<file path="src/rtl/vsd_pkg.sv">
package vsd_pkg;
   localparam int unsigned DEF_LINE_W     = 16;
   localparam int unsigned DEF_TS_W       = 32;
   localparam int unsigned DEF_MAX_FIELDS = 4;

   function automatic int unsigned fc_width(input int unsigned max_fields);
      return (max_fields > 1) ? $clog2(max_fields) : 1;
   endfunction

   typedef struct packed {
      logic lead;
      logic trail;
      logic hold;
   } edge_ev_t;
endpackage

</file>
<file path="src/rtl/vsd_polarity_edge.sv">
module vsd_polarity_edge
   import vsd_pkg::*;
#(
   parameter int unsigned SYNC_STAGES = 0
) (
   input  logic     clk,
   input  logic     rst,
   input  logic     sync_in,
   input  logic     comp_mode,
   input  logic     pol_high,
   output edge_ev_t ev
);
   logic               act_raw;
   logic [SYNC_STAGES:0] pipe;
   logic               a_q, a_d;

   // composite ignores polarity: always active-low
   assign act_raw = comp_mode ? ~sync_in : (pol_high ? sync_in : ~sync_in);
   assign pipe[0] = act_raw;

   generate
      for (genvar i = 1; i <= SYNC_STAGES; i++) begin : g_stage
         always_ff @(posedge clk) begin
            if (rst) pipe[i] <= 1'b0;
            else     pipe[i] <= pipe[i-1];
         end
      end
   endgenerate

   always_ff @(posedge clk) begin
      if (rst) begin
         a_q <= 1'b0;
         a_d <= 1'b0;
      end else begin
         a_q <= pipe[SYNC_STAGES];
         a_d <= a_q;
      end
   end

   assign ev.lead  = a_q & ~a_d;
   assign ev.trail = ~a_q & a_d;
   assign ev.hold  = a_q & a_d;

   assert_lead_single_R2: assert property (@(posedge clk) disable iff (rst)
      ev.lead |=> !ev.lead);
endmodule

</file>
<file path="src/rtl/vsd_pulse_meas.sv">
module vsd_pulse_meas
   import vsd_pkg::*;
#(
   parameter int unsigned LINE_W = DEF_LINE_W,
   parameter int unsigned TS_W   = DEF_TS_W,
   localparam int unsigned WID_W = LINE_W + 1
) (
   input  logic              clk,
   input  logic              rst,
   input  edge_ev_t          ev,
   output logic              done,
   output logic [WID_W-1:0]  width,
   output logic [TS_W-1:0]   lead_ts
);
   localparam logic [WID_W-1:0] WID_MAX = '1;
   logic [TS_W-1:0] ts_cnt;

   always_ff @(posedge clk) begin
      if (rst) ts_cnt <= '0;
      else     ts_cnt <= ts_cnt + 1'b1;
   end

   always_ff @(posedge clk) begin
      if (rst) begin
         width   <= '0;
         lead_ts <= '0;
      end else if (ev.lead) begin
         width   <= WID_W'(1);
         lead_ts <= ts_cnt;
      end else if (ev.hold && width != WID_MAX) begin
         width <= width + 1'b1;
      end
   end

   assign done = ev.trail;

   assert_width_nonzero_R6: assert property (@(posedge clk) disable iff (rst)
      done |-> width != '0);
endmodule

</file>
<file path="src/rtl/vsd_vint_tracker.sv">
module vsd_vint_tracker
   import vsd_pkg::*;
#(
   parameter int unsigned LINE_W     = DEF_LINE_W,
   parameter int unsigned TS_W       = DEF_TS_W,
   parameter int unsigned MAX_FIELDS = DEF_MAX_FIELDS,
   localparam int unsigned WID_W = LINE_W + 1,
   localparam int unsigned FC_W  = fc_width(MAX_FIELDS)
) (
   input  logic              clk,
   input  logic              rst,
   input  logic              done,
   input  logic [WID_W-1:0]  width,
   input  logic [TS_W-1:0]   lead_ts,
   input  logic [LINE_W-1:0] line_period,
   input  logic [FC_W-1:0]   fields_m1,
   output logic              field_strb,
   output logic              frame_strb,
   output logic [TS_W-1:0]   field_ts,
   output logic [FC_W-1:0]   field_idx
);
   logic [WID_W-1:0] thresh;
   logic             is_vert, in_vint, new_field;
   logic [FC_W-1:0]  fcnt;

   assign thresh    = WID_W'(line_period >> 2);
   assign is_vert   = width > thresh;
   assign new_field = done & is_vert & ~in_vint;

   always_ff @(posedge clk) begin
      if (rst)       in_vint <= 1'b0;
      else if (done) in_vint <= is_vert;
   end

   generate
      if (MAX_FIELDS > 1) begin : g_multi
         always_ff @(posedge clk) begin
            if (rst) fcnt <= '0;
            else if (new_field) fcnt <= (fcnt >= fields_m1) ? '0 : fcnt + 1'b1;
         end
      end else begin : g_single
         assign fcnt = '0;
      end
   endgenerate

   always_ff @(posedge clk) begin
      if (rst) begin
         field_strb <= 1'b0;
         frame_strb <= 1'b0;
         field_ts   <= '0;
         field_idx  <= '0;
      end else begin
         field_strb <= new_field;
         frame_strb <= new_field && fcnt == '0;
         if (new_field) begin
            field_ts  <= lead_ts;
            field_idx <= fcnt;
         end
      end
   end

   assert_reset_quiet_R1: assert property (@(posedge clk)
      rst |=> !field_strb && !frame_strb);
   assert_strobe_one_cycle_R6: assert property (@(posedge clk) disable iff (rst)
      field_strb |=> !field_strb);
   assert_frame_with_field_R9: assert property (@(posedge clk) disable iff (rst)
      frame_strb |-> field_strb);
   assert_interval_open_R7: assert property (@(posedge clk) disable iff (rst)
      field_strb |-> in_vint);
   assert_no_repeat_in_interval_R7: assert property (@(posedge clk) disable iff (rst)
      (done && in_vint && is_vert) |=> !field_strb);
endmodule

</file>
<file path="src/rtl/vsync_field_detector.sv">
module vsync_field_detector
   import vsd_pkg::*;
#(
   parameter int unsigned LINE_W      = DEF_LINE_W,
   parameter int unsigned TS_W        = DEF_TS_W,
   parameter int unsigned MAX_FIELDS  = DEF_MAX_FIELDS,
   parameter int unsigned SYNC_STAGES = 0,
   localparam int unsigned WID_W = LINE_W + 1,
   localparam int unsigned FC_W  = fc_width(MAX_FIELDS)
) (
   input  logic              clk,
   input  logic              rst,
   input  logic              sync_in,
   input  logic              comp_mode,
   input  logic              pol_high,
   input  logic [LINE_W-1:0] line_period,
   input  logic [FC_W-1:0]   fields_m1,
   output logic              field_strb,
   output logic              frame_strb,
   output logic [TS_W-1:0]   field_ts,
   output logic [FC_W-1:0]   field_idx
);
   generate
      if (LINE_W < 3) begin : g_bad_line
         $error("LINE_W must be at least 3");
      end
      if (TS_W < 8) begin : g_bad_ts
         $error("TS_W must be at least 8");
      end
      if (MAX_FIELDS < 1 || MAX_FIELDS > 16) begin : g_bad_fields
         $error("MAX_FIELDS out of range");
      end
   endgenerate

   edge_ev_t         ev;
   logic             done;
   logic [WID_W-1:0] width;
   logic [TS_W-1:0]  lead_ts;

   vsd_polarity_edge #(.SYNC_STAGES(SYNC_STAGES)) u_edge (
      .clk(clk), .rst(rst), .sync_in(sync_in),
      .comp_mode(comp_mode), .pol_high(pol_high), .ev(ev)
   );

   vsd_pulse_meas #(.LINE_W(LINE_W), .TS_W(TS_W)) u_meas (
      .clk(clk), .rst(rst), .ev(ev),
      .done(done), .width(width), .lead_ts(lead_ts)
   );

   vsd_vint_tracker #(.LINE_W(LINE_W), .TS_W(TS_W), .MAX_FIELDS(MAX_FIELDS)) u_vint (
      .clk(clk), .rst(rst), .done(done), .width(width), .lead_ts(lead_ts),
      .line_period(line_period), .fields_m1(fields_m1),
      .field_strb(field_strb), .frame_strb(frame_strb),
      .field_ts(field_ts), .field_idx(field_idx)
   );
endmodule

</file>
<file path="config.mk">
export PLATFORM = sky130hd
export DESIGN_NAME = vsync_field_detector
export DESIGN_NICKNAME = d
export VERILOG_FILES = /design/src/rtl/vsd_pkg.sv /design/src/rtl/vsd_polarity_edge.sv /design/src/rtl/vsd_pulse_meas.sv /design/src/rtl/vsd_vint_tracker.sv /design/src/rtl/vsync_field_detector.sv
export SDC_FILE = /design/constraint.sdc
export NUM_CORES = 1
export LEC_CHECK = 0
export CAP_MARGIN = 10
export CORE_UTILIZATION = 55
export DETAILED_ROUTE_END_ITERATION = 10
export GPL_ROUTABILITY_DRIVEN = 0
export GPL_TIMING_DRIVEN = 0
export HOLD_SLACK_MARGIN = 0.08
export PLACE_DENSITY = 0.78
export REMOVE_ABC_BUFFERS = 1
export SLEW_MARGIN = 20
export SYNTH_ARGS = -nofsm -noshare
export SYNTH_HDL_FRONTEND = slang
export SYNTH_HIERARCHICAL = 1
export SYNTH_SLANG_ARGS = --single-unit
</file>
<file path="constraint.sdc">
create_clock -name clk -period 3.05 [get_ports clk]
set_input_delay 0.4575 -clock clk [delete_from_list [all_inputs] [get_ports clk]]
set_output_delay 0.4575 -clock clk [all_outputs]
set_load 0.02 [all_outputs]
</file>
* After elaboration in Yosys (flattened, before gate mapping) *
Cells that the tools add are included.

storage, ports and cells
  flip-flop bits (word level) = 122
  output and inout bits = 36
  input port bits = 23
  logic and storage cells = 37

operators by class
  $add $sub $neg = 3
  bitwise operators = 9
  equality and inequality tests = 1
  $lt $le $gt $ge = 2
  reduce and logical (&&, ||, !) cells = 5
  muxes and demuxes = 5

operators by type and width
  kind                   count
  $add 32x1->32 const B  1
  $add 17x1->17 const B  1
  $gt 17x14->1           1
  $ne 17x17->1 const B   1
  $and 1x1->1            5
  $mux 1                 4
  $not 1->1              4
  $add 2x1->2 const B    1
  $ge 2x2->1             1
  $logic_and 1x1->1      2
  $logic_not 2->1        1
  $mux 2                 1
  $reduce_bool 2->1      1
  $reduce_or 2->1        1

* Depth between registers and ports, before layout *
Gate-level depths: netlist of the first run.

  depth after elaboration = 5
  depth in mapped cells = 9

* Cells and area by module *
The synthesis of the first run kept the hierarchy.

by module, submodules not included
  module             area an instance (µm²)  cells an instance  instances
  vsd_pulse_meas     3,449.6                 370                1
  vsd_vint_tracker   2,150.8                 225                1
  vsd_polarity_edge  103.8                   10                 1

* Worst setup path before layout of the first run *
OpenSTA, ideal clock, no wires.

  path kind = input -> register
  start = in line_period[14]
  end = reg u_vint.field_idx[0]
  path slack = 0.893 ns
  stages on the path = 9
  library setup time = 0.119 ns
  arrival = 2.038 ns
  required time = 2.931 ns
  path buffers = 2
  path through = inv_1 ha_1 a41oi_1 o21ai_0 a221o_1 o2111a_1 buf_6 buf_12 mux2i_1

on the way
  cells in the longest elaborated chain, start to end = 3

ends and longest elaborated chain
  what                       RTL line                    source
  from (decl)                vsync_field_detector.sv:16  input logic [LINE_W-1:0] line_period,
  $gt 17x14->1               vsd_vint_tracker.sv:27      assign is_vert = width > thresh;
  $and 1x1->1 (2 in series)  vsd_vint_tracker.sv:28      assign new_field = done & is_vert & ~in_vint;
  to (signal assigned)       vsd_vint_tracker.sv:57      field_idx <= fcnt;
  to (decl)                  vsd_vint_tracker.sv:20      output logic [FC_W-1:0] field_idx

No other way between the ends.
A chain may end at the register's enable or synchronous reset.

* Worst setup path after layout of the first run *
  start = in line_period[14]
  end = reg u_vint.field_ts[28]

on the way
  cells in the longest elaborated chain, start to end = 3

ends and longest elaborated chain
  what                       RTL line                source
  $gt 17x14->1               vsd_vint_tracker.sv:27
  $and 1x1->1 (2 in series)  vsd_vint_tracker.sv:28
  to (signal assigned)       vsd_vint_tracker.sv:56  field_ts <= lead_ts;
  to (decl)                  vsd_vint_tracker.sv:19  output logic [TS_W-1:0] field_ts,

No other way between the ends.

==> results of run 1 <==
power breakdown:
part	leakage (µW)	switching [µW]	total, µW	internal (µW)
registers	0.000984	11.5	1610	1600
logic	0.00123	71.0	147	76.1
clock network	0.000301	727	2100	1380
cells in the final DEF, fill, tap and decap left out, types with 3 or more instances in the layout:
cell type,n
dfxtp_1,122
o21ai_0,11
clkinv_4,3
nand2_1,28
and2_1,3
mux2_2,3
or4_1,14
nor3_1,4
a21oi_1,30
nand4_1,11
nor4_1,3
inv_1,23
clkdlybuf4s50_1,55
or3_1,11
and3_1,5
nor2_1,61
bufinv_16,4
mux2i_1,68
nor2b_1,8
xnor2_1,8
nand3_1,16
clkbuf_8,3
ha_1,20
and4_1,5
clkinvlp_4,3
o31ai_1,14
clkbuf_16,16
nand2b_1,71
xor2_1,11
layout make-up:
cell class,count,share of cell area [%]
clock buffer,19,6.363
clock inverter,13,2.758
inverter,23,1.244
multi-input combinational,430,43.33
sequential,122,35.18
tap,133,2.397
timing repair buffer,58,8.724
final timing paths:
path,startpoint,to,slack (ns),cells past startpoint
setup / recovery,line_period[14],u_vint/field_ts[28],0.42,8
hold / removal,rst,u_meas/lead_ts[12],0.40,2
setup reg to reg,u_meas/width[11],u_vint/field_ts[28],0.50,6
hold reg to reg,u_vint/field_idx[1],u_vint/field_idx[1],0.47,2
worst register-to-register path, stage by stage (launching register included):
cell,delay [ns]
dfxtp_1,0.35
ha_1,0.34
nand3_1,0.12
nor4_1,0.42
o31a_1,0.26
o2111a_4,0.69
mux2i_1,0.30
through the flow:
| step | setup TNS [ns] | utilization, % | area [µm²] | hold WS, ns |
|---|---|---|---|---|
| global route | 0 | 70.05 | 6942 | 0.4237 |
| CTS | 0 | 70.05 | 6942 | 0.4067 |
| finish | 0 | 70.05 | 6942 | 0.4041 |
| global placement | -150.63 | 63.04 | 6247 | 0.4340 |
| floorplan | -1.432 | - | 5520 | 0.4212 |
| detailed placement | -2.824 | 63.66 | 6309 | 0.4592 |
per-layer routing:
metal	share of wire, %	GRT usage, %
met3	2.8	4.468
met4	1.4	6.939
met1	47	26.82
met5	0	0
met2	49	36.43
flip-flops by register name, summed over array words and instances, names as in the netlist:
signal and cells:
u_meas/ts_cnt 32, u_vint/frame_strb 1, u_vint/field_idx 2, u_meas/width 17
u_vint/field_strb 1, u_edge/a_q 1, u_edge/a_d 1, u_vint/field_ts 32
u_vint/fcnt 2, u_meas/lead_ts 32, u_vint/in_vint 1
cell families (layout without fill, tap and decap cells):
group / Yosys count / count (layout) / share of synthesized area, %
AO/OA/AOI/OAI: 62 / 62 / 6.515
multiplexers: 72 / 72 / 12.79
adder cells (fa/ha/maj): 20 / 20 / 4.387
XOR/XNOR: 19 / 19 / 2.917
flip-flops: 122 / 122 / 42.82
AND/OR/NAND/NOR: 257 / 257 / 25.84
buffers and inverters: 53 / 113 / 4.738
==> insert_results.sql, run 1 <==
INSERT INTO impl_metrics (metric_group, metric, value, unit) VALUES
('global_route', 'grt_pass1_wl', '19040', 'µm'),
('placed_design', 'place_worst_setup_slack', '-0.1061', 'ns'),
('clock_network', 'cts_setup_buffers', '0', ''),
('yosys', 'synth_cell_types', '50', ''),
('yosys', 'postSynth.topFlopCell', 'dfxtp_1', ''),
('floorplanning', 'die_area', '10780', 'µm²'),
('critical_path', 'worst-path-max-fanout', '37', ''),
('global_route', 'track_usage', '21.35', '%'),
('critical_path', 'cpMaxStageDelayCell', 'o2111a_4', ''),
('layout', 'syn2layout_area_growth', '21.69', '%'),
('placed_design', 'place.detailed.instances', '766', ''),
('sta', 'hold_viol', '0', ''),
('clock_network', 'cts_hold_buffers', '0', ''),
('clock_network', 'worst_skew_pair_latency', '0.51', 'ns'),
('layout', 'insertedDiodeCount', '0', ''),
('yosys', 'post_synth_main_area_contributors', 'dfxtp_1 (43%), mux2i_1 (12%), nand2b_1 (7.8%)', ''),
('global_route', 'grt_remaining_overflow', '0', ''),
('sta', 'setup_viol_count_final', '0', ''),
('sta', 'relSlewSlack', '55.63', '%'),
('clock_network', 'cts-htree-levels', '4', ''),
('floorplanning', 'die_h', '103.8', 'µm'),
('yosys', 'synth_top_cells_by_count', 'dfxtp_1 (122), nand2b_1 (71), mux2i_1 (68)', ''),
('clock_network', 'clk_pin_slew', '0.06', 'ns'),
('routing', 'route.vias.total', '4265', ''),
('placed_design', 'io_buffer_count', '56', ''),
('min_path', 'timing.hold.worst.class', 'in2reg', ''),
('yosys', 'synth_async_sr_flop_share', '0', '%'),
('clock_network', 'cts-root-buf', 'clkbuf_8', ''),
('floorplanning', 'chipWidth', '103.8', 'µm'),
('layout', 'final_nets', '695', ''),
('critical_path', 'critical_path.cell_chain', 'clkdlybuf4s50_1 -> inv_1 -> ha_1 -> nand3_1 -> nor4_1 -> o31a_1 -> o2111a_4 -> mux2i_1', ''),
('yosys', 'avgSynthCellArea', '9.428', 'µm²'),
('yosys', 'syn_area', '5704', 'µm²'),
('routing', 'first_pass_iters', '4', ''),
('global_route', 'antenna_violations_before_repair', '0', ''),
('pwr', 'vdd.ir_drop.worst', '0.4377', 'mV'),
('critical_path', 'required_worst_endpoint', '3.48', 'ns'),
('critical_path', 'crit_buf_inv', '2', ''),
('layout', 'post_route_cells_drive_above_1_share', '7.970', '%'),
('global_route', 'grt_start_max_net_pins', '87', ''),
('sta', 'final.period_utilization', '86.36', '%'),
('layout', 'layout.area.seq', '2442', 'µm²'),
('routing', 'postRouteWirelength', '10930', 'µm'),
('layout', 'multiInputGateArea', '3008', 'µm²'),
('pwr', 'p_per_area', '556.7', 'nW/µm²'),
('clock_network', 'cells_resized_by_post_cts_repair', '0', ''),
('critical_path', 'cp.arrival', '3.06', 'ns'),
('floorplanning', 'core-area', '9910', 'µm²'),
('sta', 'timing_worst_slew_pin_value', '0.6655', 'ns'),
('layout', 'finalNonFillerCells', '798', ''),
('routing', 'antenna_violating_nets_post_route', '0', ''),
('critical_path', 'critPathTopFamily', 'compound AO/OA/AOI/OAI gates', ''),
('run_status', 'result_of_the_run', 'finished clean', ''),
('sta', 'slew_violations', '0', ''),
('critical_path', 'worst_setup_path_end_kind', 'flop', ''),
('yosys', 'synth.largest_area_cell', 'dfxtp_1', ''),
('job', 'drv.max_cap_violation_count', '0', ''),
('clock_network', 'number_of_buffers_inserted_during_clock_tree_synthesis', '17', ''),
('placed_design', 'dp_hpwl', '6946', 'µm'),
('routing', 'post_drt_via_cell_ratio', '5.345', ''),
('routing', 'wire_per_inst', '13.69', 'µm'),
('sta', 'worst_slack', '0.4159', 'ns'),
('yosys', 'synth.most_common_cell', 'dfxtp_1', ''),
('pwr', 'fin_total_pwr', '3864', 'µW'),
('layout', 'num-fill-cells', '764', ''),
('critical_path', 'startpoint_types', 'primary input', ''),
('global_route', 'grt_pass1_vias', '4120', ''),
('floorplanning', 'start_util', '57.56', '%'),
('sta', 'timing.final.crit_period', '2.634', 'ns'),
('clock_network', 'cts.sink_count', '122', ''),
('clock_network', 'cts_buffer_depth', '2', '');
Note: power is estimated with default switching activity, not from simulation.
==> run 2, diff against run 1 <==
- CTS_CLUSTER_SIZE: not set -> 30
==> results of run 2 <==
The final DEF is identical to that of run 1; final timing and power are the same.
